==> config.mk <==
export PLATFORM = sky130hd
export DESIGN_NAME = clmul_unit
export DESIGN_NICKNAME = d
export VERILOG_FILES = /design/src/rtl/clmul_pkg.sv /design/src/rtl/clmul_ctrl.sv /design/src/rtl/clmul_datapath.sv /design/src/rtl/clmul_window.sv /design/src/rtl/clmul_unit.sv
export SDC_FILE = /design/constraint.sdc
export NUM_CORES = 1
export LEC_CHECK = 0
export BUFFER_PORTS_ARGS = -buffer_cell sky130_fd_sc_hd__buf_4
export CAP_MARGIN = 20
export CORE_MARGIN = 10
export CORE_UTILIZATION = 60
export DETAILED_ROUTE_END_ITERATION = 7
export GPL_ROUTABILITY_DRIVEN = 0
export PLACE_DENSITY = 0.8
export REMOVE_ABC_BUFFERS = 1
export SLEW_MARGIN = 20
export SYNTH_ARGS = -nofsm -noshare
export SYNTH_HDL_FRONTEND = slang
export SYNTH_HIERARCHICAL = 1
export SYNTH_SLANG_ARGS = --single-unit
==> constraint.sdc <==
create_clock -name clk -period 2.2 [get_ports clk]
set_input_delay 0.22 -clock clk [delete_from_list [all_inputs] [get_ports clk]]
set_output_delay 0.22 -clock clk [all_outputs]
set_load 0.02 [all_outputs]
==> src/rtl/clmul_pkg.sv <==
package clmul_pkg;

  typedef enum logic [1:0] {
    FN_LOW  = 2'b00,
    FN_HIGH = 2'b01,
    FN_REV  = 2'b10,
    FN_ALT  = 2'b11
  } clmul_fn_e;

endpackage

==> src/rtl/clmul_ctrl.sv <==
module clmul_ctrl #(
  parameter int XLEN = 64
) (
  input  logic clk,
  input  logic rst_n,
  input  logic start_i,
  output logic load_o,
  output logic step_o,
  output logic last_o,
  output logic busy_o,
  output logic done_o
);

  localparam int CNT_W = $clog2(XLEN);
  localparam logic [CNT_W-1:0] CNT_LAST = CNT_W'(XLEN - 1);

  logic             busy_q, busy_d;
  logic             done_q, done_d;
  logic [CNT_W-1:0] cnt_q, cnt_d;
  logic             cnt_en;

  assign load_o = start_i && !busy_q;
  assign step_o = busy_q;
  assign last_o = busy_q && (cnt_q == CNT_LAST);
  assign cnt_en = load_o || busy_q;

  always_comb begin
    busy_d = busy_q;
    done_d = 1'b0;
    cnt_d  = cnt_q;
    if (load_o) begin
      busy_d = 1'b1;
      cnt_d  = '0;
    end else if (busy_q) begin
      cnt_d = cnt_q + 1'b1;
      if (last_o) begin
        busy_d = 1'b0;
        done_d = 1'b1;
        cnt_d  = '0;
      end
    end
  end

  always_ff @(posedge clk or negedge rst_n) begin
    if (!rst_n) begin
      busy_q <= 1'b0;
      done_q <= 1'b0;
      cnt_q  <= '0;
    end else begin
      busy_q <= busy_d;
      done_q <= done_d;
      if (cnt_en) cnt_q <= cnt_d;
    end
  end

  assign busy_o = busy_q;
  assign done_o = done_q;

  AST_DONE_ONE_CYCLE: assert property (@(posedge clk) disable iff (!rst_n)
    done_q |=> !done_q);
  AST_BUSY_DONE_EXCL: assert property (@(posedge clk) disable iff (!rst_n)
    !(busy_q && done_q));
  AST_BUSY_FROM_START: assert property (@(posedge clk) disable iff (!rst_n)
    $rose(busy_q) |-> $past(start_i));

endmodule

==> src/rtl/clmul_datapath.sv <==
module clmul_datapath
  import clmul_pkg::*;
#(
  parameter int XLEN = 64
) (
  input  logic              clk,
  input  logic              rst_n,
  input  logic              load_i,
  input  logic              step_i,
  input  logic [1:0]        func_i,
  input  logic [XLEN-1:0]   op_a_i,
  input  logic [XLEN-1:0]   op_b_i,
  output logic [2*XLEN-1:0] prod_nxt_o,
  output clmul_fn_e         func_o
);

  localparam int PW = 2 * XLEN;

  logic [PW-1:0]   acc_q, acc_d;
  logic [PW-1:0]   mcand_q, mcand_d;
  logic [XLEN-1:0] mplier_q, mplier_d;
  clmul_fn_e       func_q, func_d;
  logic            reg_en;
  logic [PW-1:0]   partial;

  assign reg_en  = load_i || step_i;
  assign partial = mplier_q[0] ? mcand_q : '0;

  always_comb begin
    acc_d    = acc_q;
    mcand_d  = mcand_q;
    mplier_d = mplier_q;
    func_d   = func_q;
    if (load_i) begin
      acc_d    = '0;
      mcand_d  = {{XLEN{1'b0}}, op_a_i};
      mplier_d = op_b_i;
      func_d   = clmul_fn_e'(func_i);
    end else if (step_i) begin
      acc_d    = acc_q ^ partial;
      mcand_d  = {mcand_q[PW-2:0], 1'b0};
      mplier_d = {1'b0, mplier_q[XLEN-1:1]};
    end
  end

  always_ff @(posedge clk or negedge rst_n) begin
    if (!rst_n) begin
      acc_q    <= '0;
      mcand_q  <= '0;
      mplier_q <= '0;
      func_q   <= FN_LOW;
    end else if (reg_en) begin
      acc_q    <= acc_d;
      mcand_q  <= mcand_d;
      mplier_q <= mplier_d;
      func_q   <= func_d;
    end
  end

  assign prod_nxt_o = acc_q ^ partial;
  assign func_o     = func_q;

  AST_FUNC_HELD: assert property (@(posedge clk) disable iff (!rst_n)
    (step_i && !load_i) |=> $stable(func_q));

endmodule

==> src/rtl/clmul_window.sv <==
module clmul_window
  import clmul_pkg::*;
#(
  parameter int XLEN = 64
) (
  input  logic [2*XLEN-1:0] prod_i,
  input  clmul_fn_e         func_i,
  output logic [XLEN-1:0]   win_o
);

  localparam int PW = 2 * XLEN;

  always_comb begin
    unique case (func_i)
      FN_HIGH: win_o = prod_i[PW-1 -: XLEN];
      FN_REV:  win_o = prod_i[PW-2 -: XLEN];
      default: win_o = prod_i[XLEN-1:0];
    endcase
  end

endmodule

==> src/rtl/clmul_unit.sv <==
module clmul_unit
  import clmul_pkg::*;
#(
  parameter int XLEN = 64
) (
  input  logic            clk,
  input  logic            rst_n,
  input  logic            start,
  input  logic [1:0]      func_sel,
  input  logic [XLEN-1:0] op_a,
  input  logic [XLEN-1:0] op_b,
  output logic            busy,
  output logic            done,
  output logic [XLEN-1:0] result
);

  logic              load, step, last;
  logic [2*XLEN-1:0] prod_nxt;
  clmul_fn_e         func_q;
  logic [XLEN-1:0]   win;
  logic [XLEN-1:0]   result_q;

  clmul_ctrl #(.XLEN(XLEN)) u_ctrl (
    .clk     (clk),
    .rst_n   (rst_n),
    .start_i (start),
    .load_o  (load),
    .step_o  (step),
    .last_o  (last),
    .busy_o  (busy),
    .done_o  (done)
  );

  clmul_datapath #(.XLEN(XLEN)) u_dp (
    .clk        (clk),
    .rst_n      (rst_n),
    .load_i     (load),
    .step_i     (step),
    .func_i     (func_sel),
    .op_a_i     (op_a),
    .op_b_i     (op_b),
    .prod_nxt_o (prod_nxt),
    .func_o     (func_q)
  );

  clmul_window #(.XLEN(XLEN)) u_win (
    .prod_i (prod_nxt),
    .func_i (func_q),
    .win_o  (win)
  );

  always_ff @(posedge clk or negedge rst_n) begin
    if (!rst_n) begin
      result_q <= '0;
    end else if (last) begin
      result_q <= win;
    end
  end

  assign result = result_q;

  AST_HIGH_TOP_ZERO: assert property (@(posedge clk) disable iff (!rst_n)
    (done && func_q == FN_HIGH) |-> !result[XLEN-1]);
  AST_RESULT_HOLD: assert property (@(posedge clk) disable iff (!rst_n)
    !done |-> $stable(result));
  AST_RESET_IDLE: assert property (@(posedge clk)
    !rst_n |-> (!busy && !done && result == '0));

endmodule

# Word-level counts from Yosys, hierarchy flattened
# Index checks and enable logic that the tools add are counted.
# Widths: inputs -> output; s select.
[word_totals] ff_bits=394 mem_bits_rw=0 mem_bits_ro=0 latchBits=0 elab_cells=37 out_inout_bits=66 inputBits=133 memories=0
[classes] reduce_logical=7 shift=0 mux=17 n_addsub=1 eq_ne=3 n_bitwise=1 mul=0 n_lt_le_gt_ge=0 div=0
[ops] operator="$mux 128" count=5
[ops] operator="$mux 64" count=2
[ops] operator="$pmux 64 s2" count=1
[ops] operator="$xor 128x128->128" count=1
[ops] operator="$mux 6" count=3
[ops] operator="$add 6x1->6 const B" count=1
[ops] operator="$eq 6x6->1 const B" count=1
[ops] operator="$mux 1" count=6
[ops] operator="$reduce_and 2->1" count=2
[ops] operator="$eq 2x1->1 const B" count=1
[ops] operator="$eq 2x2->1 const B" count=1
[ops] operator="$logic_and 1x1->1" count=2
[ops] operator="$reduce_bool 2->1" count=1
[ops] operator="$logic_not 1->1" count=1
[ops] operator="$logic_or 1x1->1" count=1

# Longest topological paths before layout
[depth] ltp_word=5 mapped_depth=8 ltp_nobuf=5

# Cells and area by module
# Netlist, hierarchy kept.
[modules_own_cells] module="clmul_datapath" seq_area_each_um2=8057.7 n_inst=1 area_per_inst_um2=17125.2 cells_per_inst=1733
[modules_own_cells] module="clmul_unit" seq_area_each_um2=1601.5 n_inst=1 area_per_inst_um2=2678.8 cells_per_inst=135
[modules_own_cells] module="clmul_window" seq_area_each_um2=0.0 n_inst=1 area_per_inst_um2=1306.3 cells_per_inst=224
[modules_own_cells] module="clmul_ctrl" seq_area_each_um2=200.2 n_inst=1 area_per_inst_um2=399.1 cells_per_inst=39

# Worst setup path before layout
# Ideal clock, no wire load.
[synth_timing] path_kind="flip-flop to flip-flop" startpoint="register u_ctrl.cnt_q[0]" endpoint="register result_q[10] (netlist: result[10])" setup_slack_ns=0.427 n_path_buf=2 path_stages_with_launch=7 t_required_ns=2.075 period_less_slack_ns=1.773 setup_time_ns=0.125 t_arrival_ns=1.648 cell_sequence="dfrtp_1 ha_1 nand3_1 nor3_1 buf_6 buf_12 mux2_4"
[synth_between] elab_chain_cells=2
[synth_rtl] element="from (decl)" line="clmul_ctrl.sv:19" source="logic [CNT_W-1:0] cnt_q, cnt_d;"
[synth_rtl] element="from (signal assigned)" line="clmul_ctrl.sv:52" source="if (cnt_en) cnt_q <= cnt_d;"
[synth_rtl] element="$eq 6x6->1" line="clmul_ctrl.sv:24" source="assign last_o = busy_q && (cnt_q == CNT_LAST);"
[synth_rtl] element="$logic_and 1x1->1" line="clmul_ctrl.sv:24"
[synth_rtl] element="via last" line="clmul_unit.sv:17" source="logic load, step, last;"
[synth_rtl] element="to (signal assigned)" line="clmul_unit.sv:56" source="result_q <= win;"
[synth_rtl] element="to (decl)" line="clmul_unit.sv:21" source="logic [XLEN-1:0] result_q;"
# The timed path passes the listed nets, and every way through them passes these cells.
# A chain may end at the register's enable or synchronous reset.

# Worst setup path in the final report
[layout_timing] startpoint="register u_ctrl.cnt_q[0]" endpoint="register result_q[39] (netlist: result[39])"
# The elaborated chain is that of the path after synthesis.

==> flow_summary_export.csv <==
group,metric,value,unit
final_layout,final_nets,2524,
cts,insertion_delay,0.55,ns
sta,final_max_slew_viol_count,0,
floorplan,die_w,209,um
power,power,34.9,mW
sta,min_period_over_period,89.4,%
routing,wl_per_cell,17.1,um
sta,rsz0062_at_grt,"false",
power,powerDensity,1350,mW/mm^2
routing,drtPass1Iterations,6,
grt,antenna_found_initial,0,
floorplan,core_area,0.0355,sq mm
final_layout,drive_gt1_share,20.9,%
power,p_clk_share,20.4,%
routing,drt-initial-drc-count,1144,
floorplan,pin_count,199,
worst_setup_path,path_class,"reg -> reg",
power,p_switching,13.1,mW
sta,finalSetupTns,0,ns
placement,dp_hpwl,30200,um
worst_setup_path,end_kind,"flop",
floorplan,die_h,209,um
final_layout,synthToLayoutAreaGrowth,20.1,%
status,outcome,"finished, final reports clean",
cts,cts-buffers-inserted,43,
worst_setup_path,crit_path_max_incr_delay,0.40,ns
worst_setup_path,cp_cell_sequence,"ha_1 > nand3_1 > nor3_2 > buf_4 > buf_12 > mux2_4",
floorplan,initial_core_util,60.6,%
sta,min_period,1.97,ns
routing,routed_wl,49300,um
final_layout,design_area,0.0258,sq mm
cts,cts_tree,"done",
grt,overflow,0,
yosys,netlist_area,0.0215,sq mm
worst_setup_path,crit_arrival,2.38,ns
power,swShare,37.6,%
routing,postRouteAntennaNets,0,
placement,port_buffers,198,
yosys,synth.distinct_cells,35,
sta,fmax,509,MHz
sta,slew_headroom,43.3,%
grt,grt_first_pass_wirelength,82900,um
grt,track_usage,22.0,%
power,seqPwrFrac,37.2,%
worst_setup_path,crit_buf_inv,2,
yosys,yosysSeqAreaShare,45.8,%
cts,clock_sinks,394,
yosys,yosysWarnings,6,
cts,cts_root_buf,"clkbuf_16",
grt,grt_pass1_vias,16743,
final_layout,fillers,2498,
power,internal_power,21.8,mW
cts,htree_levels,2,
worst_setup_path,cp_max_fo,24,
worst_setup_path,required,2.61,ns
floorplan,num_rows,69,
routing,drc,0,
sta,timing.hold.ws,0.0213,ns
worst_setup_path,cp_slowest_cell,"dfrtp_1",
run,maxCapViolCount,0,
yosys,netlist_instances,2131,
yosys,synth-seq-cells,394,
sta,setup_viol,0,
hold_path,worstHoldPathType,"in -> reg",
cts,post_cts_resized,0,
grt,grt_max_degree,85,
sta,hold_viol,0,
sta,tightest_slew,0.851,ns
power,p_leak,12.5,nW
sta,clock_skew,0.0249,ns
floorplan,die-area,0.0438,sq mm
routing,viasPerCell,5.61,
yosys,avgSynthCellArea,10.1,sq um
final_layout,antenna_cells,0,
worst_setup_path,start_kind,"flop",
placement,placed_area,0.0231,sq mm
power,ir_worst_vdd,947,uV
power,p_comb_share,42.5,%
cts,clk_path_buf_depth,3,
routing,vias,16132,
worst_setup_path,cp_top_family,"simple AND/OR/NAND/NOR gates",
cts,cts.clk_slew.worst_paths,0.06,ns
[power groups by stage]
stage	sequential [mW]	combinational, mW	clock, mW
after floorplan	13.8	10.0	0
after global placement	12.8	13.9	0
after detailed placement	13.0	14.5	0
after CTS	12.9	14.8	7.27
after global routing	13.4	16.5	7.56
final	13.0	14.8	7.10
[metal layers]
metal | GRT usage [%] | vias to the layer above | routed length, um
met3 | 4.26 | 80 | 2540
met1 | 27.8 | 8015 | 21000
met4 | 6.15 | 0 | 1140
met5 | 0 | - | 0
li1 | - | 7675 | -
met2 | 37.6 | 362 | 24700
[timing repair]
action / in CTS / in global routing
buffers inserted: 0 / 0
hold buffers: 131 / 0
endpoints found under the hold margin: 176 / 0
[area by class of cell]
cell class / instances / area [sq um] / area share (%)
Multi-Input combinational cell: 1569 / 10500 / 40.7
Timing Repair Buffer: 377 / 3480 / 13.5
Inverter: 3 / 11.3 / 0.0436
Tap cell: 461 / 577 / 2.23
Clock buffer: 62 / 1270 / 4.91
Sequential cell: 394 / 9870 / 38.2
Clock inverter: 10 / 109 / 0.421
[synth_stat cells]
library cell / number / area share [%]
mux2i_1: 190 / 8.8
or3_1: 1 / 0.029
and2b_2: 1 / 0.041
a22o_2: 1 / 0.047
o211ai_2: 1 / 0.058
nor2b_1: 93 / 2.7
nor2_4: 1 / 0.052
nor2_1: 193 / 3.4
clkbuf_1: 21 / 0.37
nand3_1: 129 / 3.0
mux2_4: 60 / 4.2
inv_2: 1 / 0.017
buf_2: 83 / 1.9
xnor2_1: 129 / 5.3
clkbuf_2: 2 / 0.047
inv_1: 2 / 0.035
o2bb2a_1: 1 / 0.047
nand3_2: 1 / 0.047
xor2_1: 1 / 0.041
nand3b_1: 1 / 0.035
clkbuf_4: 1 / 0.035
nand2_1: 328 / 5.7
nand2b_1: 2 / 0.058
a22oi_1: 65 / 2.3
mux2_1: 12 / 0.63
nor3_1: 2 / 0.047
ha_1: 3 / 0.17
o21ai_1: 65 / 1.5
o21ai_0: 132 / 3.1
mux2_2: 122 / 6.4
buf_12: 7 / 0.65
and2b_1: 35 / 1.2
buf_4: 25 / 0.87
buf_6: 26 / 1.4
dfrtp_1: 394 / 46
[sequential cells by signal, indices dropped and copies added, names as in the netlist]
register,flops
u_dp/acc_q,128
u_ctrl/cnt_q,6
u_dp/mplier_q,64
u_ctrl/busy_o,1
u_dp/mcand_q,128
u_dp/func_o,2
result,64
u_ctrl/done_o,1
[per-stage QoR]
stage | cells | utilization, % | setup slack [ns]
6_report | 2876 | 72.8 | 0.234
5_1_grt | 2876 | 72.8 | 0.131
4_1_cts | 2876 | 72.8 | 0.247
3_5_place_dp | 2673 | 65.2 | 0.239
3_3_place_gp | 2673 | 65.2 | 0.315
2_1_floorplan | 1966 | - | -14.07
[worst register-to-register path, cell delays in order, from the launching register on]
cell and delay, ns:
dfrtp_1 0.40, ha_1 0.21, nand3_1 0.18, nor3_2 0.31
buf_4 0.19, buf_12 0.22, mux2_4 0.33
[cell families (layout without fill, tap and decap cells)]
| kind of cell | after synthesis | after routing | synth area share, % |
|---|---|---|---|
| muxes | 384 | 384 | 20.0 |
| AOI/OAI and AO/OA | 265 | 265 | 7.00 |
| and+or+nand+nor | 787 | 787 | 16.3 |
| xor gates and xnor gates | 130 | 130 | 5.29 |
| adders and majority gates | 3 | 3 | 0.175 |
| buffers and inverters | 168 | 452 | 5.32 |
| DFF | 394 | 394 | 45.8 |
[cells in the final DEF, fill, tap and decap left out, types with 5 or more instances in the layout]
| cell type | instances |
|---|---|
| clkinv_2 | 5 |
| xnor2_1 | 129 |
| clkbuf_16 | 43 |
| nor2b_1 | 93 |
| and2b_1 | 35 |
| nand3_1 | 129 |
| clkbuf_8 | 12 |
| a22oi_1 | 65 |
| nor2_1 | 193 |
| o21ai_0 | 132 |
| buf_12 | 25 |
| dlygate4sd3_1 | 131 |
| mux2i_1 | 190 |
| buf_4 | 220 |
| mux2_2 | 122 |
| o21ai_1 | 65 |
| dfrtp_1 | 392 |
| mux2_1 | 12 |
| clkbuf_1 | 7 |
| mux2_4 | 60 |
| nand2_1 | 328 |
[final timing paths]
path	startpoint	end	slack, ns	cells past startpoint
min in group asynchronous	rst_n	result[50]	0.21	2
worst min-delay path	start	u_ctrl/busy_o	0.02	3
worst max-delay path	u_ctrl/cnt_q[0]	result[39]	0.23	6
worst min register to register	result[1]	result[1]	0.51	1
worst max register to register	u_ctrl/cnt_q[0]	result[39]	0.23	6
max in group asynchronous	rst_n	u_dp/mcand_q[24]	1.19	3
Power figures use the tool's default switching activity.
